--- config.mk ---
export PLATFORM = sky130hd
export DESIGN_NAME = prio_intc
export DESIGN_NICKNAME = d
export VERILOG_FILES = /design/src/rtl/prio_intc_pkg.sv /design/src/rtl/prio_intc_regs.sv /design/src/rtl/prio_intc_arb.sv /design/src/rtl/prio_intc.sv
export SDC_FILE = /design/constraint.sdc
export NUM_CORES = 2
export LEC_CHECK = 0
export BUFFER_PORTS_ARGS = -buffer_cell sky130_fd_sc_hd__buf_2
export CAP_MARGIN = 15
export CORE_MARGIN = 2
export CORE_UTILIZATION = 34
export DETAILED_ROUTE_END_ITERATION = 8
export SETUP_SLACK_MARGIN = 0.05
export SYNTH_ARGS = -nofsm -noshare
export SYNTH_HDL_FRONTEND = slang
export SYNTH_SLANG_ARGS = --single-unit
--- constraint.sdc ---
create_clock -name clk -period 13.5 [get_ports clk]
set_input_delay 3.375 -clock clk [delete_from_list [all_inputs] [get_ports clk]]
set_output_delay 3.375 -clock clk [all_outputs]
set_load 0.02 [all_outputs]
--- src/rtl/prio_intc_pkg.sv ---
package prio_intc_pkg;
  localparam int unsigned SRC_N  = 64;
  localparam int unsigned IDX_W  = $clog2(SRC_N);
  localparam int unsigned ADDR_W = 8;
  localparam int unsigned DATA_W = 32;
  localparam int unsigned VEC_W  = 8;

  localparam logic [ADDR_W-1:0] A_PEND_HI = 8'h00;
  localparam logic [ADDR_W-1:0] A_PEND_LO = 8'h04;
  localparam logic [ADDR_W-1:0] A_MASK_HI = 8'h08;
  localparam logic [ADDR_W-1:0] A_MASK_LO = 8'h0C;
  localparam logic [ADDR_W-1:0] A_FRC_HI  = 8'h10;
  localparam logic [ADDR_W-1:0] A_FRC_LO  = 8'h14;
  localparam logic [ADDR_W-1:0] A_MSET    = 8'h1C;
  localparam logic [ADDR_W-1:0] A_MCLR    = 8'h1D;
  localparam logic [ADDR_W-1:0] A_ACK     = 8'hE0;
  localparam logic [1:0]        A_LVL_TOP = 2'b01;

  localparam logic [VEC_W-1:0]  IDLE_VEC  = 8'd24;
  localparam logic [VEC_W-1:0]  VEC_BASE  = 8'd64;
  localparam int unsigned       ALL_BIT   = 6;
endpackage

--- src/rtl/prio_intc_regs.sv ---
module prio_intc_regs
  import prio_intc_pkg::*;
#(
  parameter int unsigned LVL_W = 8
) (
  input  logic                          clk,
  input  logic                          rst_n,
  input  logic [SRC_N-1:0]              irq_req,
  input  logic                          we,
  input  logic [ADDR_W-1:0]             addr,
  input  logic [DATA_W-1:0]             wdata,
  input  logic [VEC_W-1:0]              vec_now,
  output logic [DATA_W-1:0]             rdata,
  output logic [SRC_N-1:0]              pend,
  output logic [SRC_N-1:0]              mask,
  output logic [SRC_N-1:0]              frc,
  output logic [SRC_N-1:0][LVL_W-1:0]   lvl
);
  localparam int unsigned HALF = SRC_N / 2;

  logic lvl_hit;
  assign lvl_hit = (addr[ADDR_W-1:ADDR_W-2] == A_LVL_TOP);

  always_ff @(posedge clk) begin
    if (!rst_n) begin
      pend <= '0;
      mask <= '1;
      frc  <= '0;
      lvl  <= '0;
    end else begin
      pend <= irq_req;
      if (we) begin
        if (lvl_hit) begin
          lvl[addr[IDX_W-1:0]] <= wdata[LVL_W-1:0];
        end else begin
          case (addr)
            A_MASK_HI: mask[SRC_N-1:HALF] <= wdata[HALF-1:0];
            A_MASK_LO: mask[HALF-1:0]     <= wdata[HALF-1:0];
            A_FRC_HI:  frc[SRC_N-1:HALF]  <= wdata[HALF-1:0];
            A_FRC_LO:  frc[HALF-1:0]      <= wdata[HALF-1:0];
            A_MSET: begin
              if (wdata[ALL_BIT]) mask <= '1;
              else                mask[wdata[IDX_W-1:0]] <= 1'b1;
            end
            A_MCLR: begin
              if (wdata[ALL_BIT]) mask <= '0;
              else                mask[wdata[IDX_W-1:0]] <= 1'b0;
            end
            default: ;
          endcase
        end
      end
    end
  end

  always_comb begin
    rdata = '0;
    if (lvl_hit) begin
      rdata[LVL_W-1:0] = lvl[addr[IDX_W-1:0]];
    end else begin
      case (addr)
        A_PEND_HI: rdata = pend[SRC_N-1:HALF];
        A_PEND_LO: rdata = pend[HALF-1:0];
        A_MASK_HI: rdata = mask[SRC_N-1:HALF];
        A_MASK_LO: rdata = mask[HALF-1:0];
        A_FRC_HI:  rdata = frc[SRC_N-1:HALF];
        A_FRC_LO:  rdata = frc[HALF-1:0];
        A_ACK:     rdata[VEC_W-1:0] = vec_now;
        default:   rdata = '0;
      endcase
    end
  end

  p_pend_follow_r8: assert property (@(posedge clk) disable iff (!rst_n)
    rst_n |=> pend == $past(irq_req));

  p_mset_all_r9: assert property (@(posedge clk) disable iff (!rst_n)
    (we && addr == A_MSET && wdata[ALL_BIT]) |=> mask == '1);

  p_mclr_all_r9: assert property (@(posedge clk) disable iff (!rst_n)
    (we && addr == A_MCLR && wdata[ALL_BIT]) |=> mask == '0);

  p_lvl_store_r6: assert property (@(posedge clk) disable iff (!rst_n)
    (we && lvl_hit) |=>
      lvl[$past(addr[IDX_W-1:0])] == $past(wdata[LVL_W-1:0]));
endmodule

--- src/rtl/prio_intc_arb.sv ---
module prio_intc_arb
  import prio_intc_pkg::*;
#(
  parameter int unsigned LVL_W = 8
) (
  input  logic                          clk,
  input  logic                          rst_n,
  input  logic [SRC_N-1:0]              pend,
  input  logic [SRC_N-1:0]              frc,
  input  logic [SRC_N-1:0]              mask,
  input  logic [SRC_N-1:0][LVL_W-1:0]   lvl,
  output logic                          any_act,
  output logic [IDX_W-1:0]              win_idx,
  output logic [LVL_W-1:0]              win_lvl
);
  localparam int unsigned NODES  = 2 * SRC_N - 1;
  localparam int unsigned STAGES = IDX_W;

  logic [SRC_N-1:0]              act;
  logic [NODES-1:0]              na;
  logic [NODES-1:0][LVL_W-1:0]   nl;
  logic [NODES-1:0][IDX_W-1:0]   ni;

  for (genvar i = 0; i < SRC_N; i++) begin : g_leaf
    assign act[i] = (pend[i] | frc[i]) & ~mask[i] & (lvl[i] != '0);
    assign na[i]  = act[i];
    assign nl[i]  = lvl[i];
    assign ni[i]  = IDX_W'(i);
  end

  for (genvar s = 1; s <= STAGES; s++) begin : g_stage
    localparam int unsigned IN_OFS  = 2 * SRC_N - 2 * (SRC_N >> (s - 1));
    localparam int unsigned OUT_OFS = 2 * SRC_N - 2 * (SRC_N >> s);
    for (genvar j = 0; j < (SRC_N >> s); j++) begin : g_node
      localparam int unsigned LO = IN_OFS + 2 * j;
      localparam int unsigned HI = LO + 1;
      logic take_hi;
      assign take_hi        = na[HI] && (!na[LO] || nl[HI] >= nl[LO]);
      assign na[OUT_OFS + j] = na[LO] | na[HI];
      assign nl[OUT_OFS + j] = take_hi ? nl[HI] : nl[LO];
      assign ni[OUT_OFS + j] = take_hi ? ni[HI] : ni[LO];
    end
  end

  assign any_act = na[NODES-1];
  assign win_lvl = nl[NODES-1];
  assign win_idx = ni[NODES-1];

  p_win_is_active_r1: assert property (@(posedge clk) disable iff (!rst_n)
    any_act |-> act[win_idx]);

  p_none_active_r1: assert property (@(posedge clk) disable iff (!rst_n)
    !any_act |-> act == '0);
endmodule

--- src/rtl/prio_intc.sv ---
module prio_intc
  import prio_intc_pkg::*;
#(
  parameter int unsigned LVL_W     = 8,
  parameter int unsigned OUT_LVL_W = 3
) (
  input  logic               clk,
  input  logic               rst_n,
  input  logic [63:0]        irq_req,
  input  logic               reg_we,
  input  logic [7:0]         reg_addr,
  input  logic [31:0]        reg_wdata,
  output logic [31:0]        reg_rdata,
  output logic [2:0]         cpu_level,
  output logic [7:0]         cpu_vector
);
  localparam int unsigned OUT_MAX = (1 << OUT_LVL_W) - 1;

  logic [SRC_N-1:0]             pend, mask, frc;
  logic [SRC_N-1:0][LVL_W-1:0]  lvl_tbl;
  logic                         any_act;
  logic [IDX_W-1:0]             win_idx;
  logic [LVL_W-1:0]             win_lvl;
  logic [OUT_LVL_W-1:0]         lvl_d;
  logic [VEC_W-1:0]             vec_d;

  prio_intc_regs #(.LVL_W(LVL_W)) u_regs (
    .clk     (clk),
    .rst_n   (rst_n),
    .irq_req (irq_req),
    .we      (reg_we),
    .addr    (reg_addr),
    .wdata   (reg_wdata),
    .vec_now (cpu_vector),
    .rdata   (reg_rdata),
    .pend    (pend),
    .mask    (mask),
    .frc     (frc),
    .lvl     (lvl_tbl)
  );

  prio_intc_arb #(.LVL_W(LVL_W)) u_arb (
    .clk     (clk),
    .rst_n   (rst_n),
    .pend    (pend),
    .frc     (frc),
    .mask    (mask),
    .lvl     (lvl_tbl),
    .any_act (any_act),
    .win_idx (win_idx),
    .win_lvl (win_lvl)
  );

  always_comb begin
    if (!any_act) begin
      lvl_d = '0;
      vec_d = IDLE_VEC;
    end else begin
      lvl_d = (win_lvl > LVL_W'(OUT_MAX)) ? OUT_LVL_W'(OUT_MAX)
                                          : win_lvl[OUT_LVL_W-1:0];
      vec_d = VEC_BASE + VEC_W'(win_idx);
    end
  end

  always_ff @(posedge clk) begin
    if (!rst_n) begin
      cpu_level  <= '0;
      cpu_vector <= IDLE_VEC;
    end else begin
      cpu_level  <= lvl_d;
      cpu_vector <= vec_d;
    end
  end

  p_idle_out_r3: assert property (@(posedge clk) disable iff (!rst_n)
    !any_act |=> (cpu_vector == IDLE_VEC && cpu_level == '0));

  p_busy_level_r4: assert property (@(posedge clk) disable iff (!rst_n)
    any_act |=> cpu_level != '0);

  p_clip_r4: assert property (@(posedge clk) disable iff (!rst_n)
    (any_act && win_lvl >= LVL_W'(OUT_MAX)) |=> cpu_level == OUT_LVL_W'(OUT_MAX));

  p_vec_range_r3: assert property (@(posedge clk) disable iff (!rst_n)
    (cpu_vector == IDLE_VEC) || (cpu_vector >= VEC_BASE && cpu_vector < VEC_BASE + 8'd64));
endmodule

==> run_results.csv <==
group,metric,value,unit
synthesis,synth-edff-count,0,
sta,final_hold_viol_count,0,
synthesis,synth_ff_type,"dfxtp_1",
synthesis,yosysTopAreaCell,"dfxtp_1",
critical_path,worst_setup_path_start_kind,"register",
placed_design,gp_congestion,1.02,
synthesis,syn_avg_cell_area,7.58,um^2
floorplan,dieArea,157000,um^2
power_and_ir_drop,powerDensity,85.1,nW/um^2
drt,drtIter0Drc,7593,
global_routing,overflow,0,
global_routing,track_usage,31.8,%
synthesis,yosysUniqueCellTypes,117,
drt,dr_total_vias,56000,
placed_design,pre_cts_ws,0.381,ns
floorplan,die_w,396,um
synthesis,synthTopCellsByArea,"dfxtp_1 (27%), ha_1 (12%), nand2_1 (7.9%)",
final_layout,fillers,15800,
clocking,cts.clk_slew.worst_paths,0.06,ns
critical_path,required,14.08,ns
synthesis,yosysWarnings,0,
synthesis,synth_seq_cells,714,
sta,fin_crit_sh,94.7,%
global_routing,grt_pass1_vias,52200,
clocking,htreeDepth,3,
final_layout,drive_above_1_share,9.26,%
final_layout,nets,7496,
global_routing,grt_pass1_wl,371,mm
worst_hold_path,min_path_type,"register to register",
synthesis,syn_inst,6901,
clocking,cts_tree,"yes",
critical_path,critPathMaxStageDelay,0.46,ns
drt,drc,14,
sta,finClkSkew,0.0459,ns
sta,tightest_slew,1.31,ns
flow_run,maxCapViolCount,0,
synthesis,synth.top_cell.area_share,27.3,%
floorplan,num_rows,143,
floorplan,fp.dieH,396,um
power_and_ir_drop,vdd_drop_max,0.0000863,V
synthesis,synth-async-reset-ratio,0,%
drt,via_per_inst,6.22,
final_layout,fin_util,38.5,%
drt,wl_per_cell,28.8,um
sta,setup_violations,0,
drt,wl_met1,107,mm
clocking,ctsLongestPathBuffers,3,
placed_design,io_buffers,148,
critical_path,criticalPathCategory,"register to register",
critical_path,worst-path-buf-inv,2,
drt,top_layer_used,"met5",
global_routing,grt_max_degree,205,
drt,drtAntennaViolNets,0,
drt,wl_met2,106,mm
clocking,clkLatencyLatePin,0.73,ns
critical_path,cp_top_family,"compound AO/OA/AOI/OAI gates",
sta,report.final.slew_viol_count,0,
final_layout,areaGrowthSynthToFinish,12.1,%
critical_path,setup.worst_path.end_class,"register",
clocking,root_buffer,"clkbuf_16",
placed_design,hpwl,191,mm
sta,rsz0062_at_grt,"no",
outcome,violations,"DRC",
drt,dr.pass1.iters,9,
floorplan,io_pins,150,
synthesis,synth_seq_area_share,27.3,%
critical_path,ff2ff_path_depth,50,
critical_path,cp_slowest_cell,"dfxtp_1",
critical_path,critPathMaxFanout,14,
drt,wl_met3,29.3,mm
sta,setup-tns-final,0,ns
synthesis,syn-num-nets,7508,
critical_path,cp.arrival,13.36,ns
sta,timing.final.crit_period,12.78,ns
clocking,cts_buffers,87,
worst_hold_path,hold_depth,2,
floorplan,fp.coreArea,152000,um^2
clocking,clock_sinks,714,
power_and_ir_drop,p_leak,22.7,nW
critical_path,crit_path_frequent_cell,"a21o_1",
sta,slew_headroom,12.7,%
outcome,run_status,"finished with violations",
sta,finalHoldWorstSlack,0.472,ns
sta,fin_ws,0.720,ns
floorplan,initial_core_util,34.3,%
critical_path,critical_path_depth,50,
global_routing,antenna_found_initial,18,
sta,timing.fmax,0.0782,GHz
synthesis,syn_area,52300,um^2
drt,wl,259,mm
## state kept, by name (all words and copies together), names as in the netlist
name         cells
u_regs.mask     64
u_regs.frc      64
cpu_level        3
u_regs.lvl     512
cpu_vector       7
u_regs.pend     64
## stage by stage
stage	area (um^2)	instances	power [mW]
floorplan	52300	6901	2.31
global placement	55400	8820	2.48
detailed placement	55400	8822	2.48
CTS	58400	8978	5.00
global route	58600	8987	5.09
finish	58600	8998	4.98
## placed cells by master (no fill, tap or decap), types with 13 or more instances in the layout
master | synthesis | layout
dfxtp_1 | 714 | 714
clkinv_2 | 0 | 14
inv_1 | 457 | 457
nor3_1 | 35 | 28
o31a_1 | 14 | 14
nor4_1 | 129 | 129
nor2_1 | 459 | 447
a211oi_1 | 158 | 157
buf_4 | 7 | 143
or2_2 | 15 | 15
nand3_1 | 48 | 46
a21o_1 | 105 | 105
clkbuf_16 | 0 | 89
nand2b_1 | 51 | 50
a221oi_1 | 59 | 58
a221o_1 | 34 | 34
a222oi_1 | 15 | 15
nand4_1 | 47 | 47
or4_1 | 18 | 18
clkbuf_8 | 0 | 17
a31oi_1 | 75 | 74
nor2b_1 | 42 | 42
o211a_1 | 15 | 15
clkbuf_1 | 322 | 14
a211o_1 | 37 | 37
a21oi_1 | 825 | 820
and2_1 | 94 | 95
o211ai_1 | 43 | 43
o21a_1 | 33 | 33
o31ai_1 | 14 | 14
o21ai_0 | 447 | 444
a32o_1 | 13 | 13
a22oi_1 | 201 | 201
nand2_1 | 1104 | 1096
mux2_2 | 61 | 61
mux2i_1 | 336 | 331
and4_1 | 16 | 16
a22o_1 | 30 | 30
ha_1 | 500 | 500
buf_2 | 14 | 140
## power breakdown
group	switching [mW]	leakage, nW	internal [mW]	total, mW
logic	0.255	15.4	0.0590	0.314
registers	0.0211	5.77	2.12	2.14
clock network	1.05	1.47	1.48	2.53
## worst min-delay path: cells and delay by family, from the launching register on
kind,cells,cell delay (ns)
simple gates,1,0.05
compound gates,1,0.05
flops,1,0.32
## worst paths after layout
path	from	endpoint	slack, ns
worst max register to register	u_regs.lvl[151]$_SDFFE_PN0P_	cpu_level[2]$_SDFF_PN0_	0.72
worst min-delay path	u_regs.frc[63]$_SDFFE_PN0P_	u_regs.frc[63]$_SDFFE_PN0P_	0.47
worst min register to register	u_regs.frc[63]$_SDFFE_PN0P_	u_regs.frc[63]$_SDFFE_PN0P_	0.47
worst max-delay path	u_regs.lvl[151]$_SDFFE_PN0P_	cpu_level[2]$_SDFF_PN0_	0.72
## synthesized netlist by cell type, drive strengths merged (17+ instances only)
cell	n
a211o	37
a211oi	167
a21o	106
a21oi	830
a221o	34
a221oi	61
a22o	30
a22oi	201
a31oi	77
and2	97
buf	66
clkbuf	323
dfxtp	714
ha	500
inv	459
mux2	62
mux2i	339
nand2	1105
nand2b	51
nand3	48
nand4	47
nor2	462
nor2b	43
nor3	39
nor4	132
o211ai	43
o21a	33
o21ai	461
o31ai	17
or2	22
or4	19
## timing repair
item,CTS,global route
setup buffers,0,7
setup endpoints to repair,0,9
resized for setup,0,29
hold buffers,0,0
## cells by family (layout without fill, tap and decap cells)
family / count (synthesis) / after routing / synth area share, %
AO/OA/AOI/OAI: 2273 / 2273 / 27.9
buffers and inverters: 849 / 904 / 6.20
flip-flops: 714 / 714 / 27.3
adder cells (fa/ha/maj): 501 / 501 / 12.0
AND/OR/NAND/NOR: 2162 / 2162 / 18.7
multiplexers: 401 / 401 / 7.89
other: 1 / 13 / 0.00717
## per-layer routing
layer | vias to the layer above | global-route usage [%]
met5 | - | 0.123
met4 | 10 | 18.1
met3 | 724 | 7.44
met2 | 3372 | 46.2
met1 | 26900 | 42.8
li1 | 25000 | -
## final cells by class
type	count	area, um^2	area share [%]
Tap cell	2030	2540	4.33
Clock buffer	120	2510	4.29
Timing Repair Buffer	288	1870	3.18
Inverter	460	1730	2.96
Antenna cell	12	30.0	0.0512
Multi-Input combinational cell	5338	35100	60.0
Clock inverter	36	494	0.843
Sequential cell	714	14300	24.4
Power figures use the tool's default switching activity.
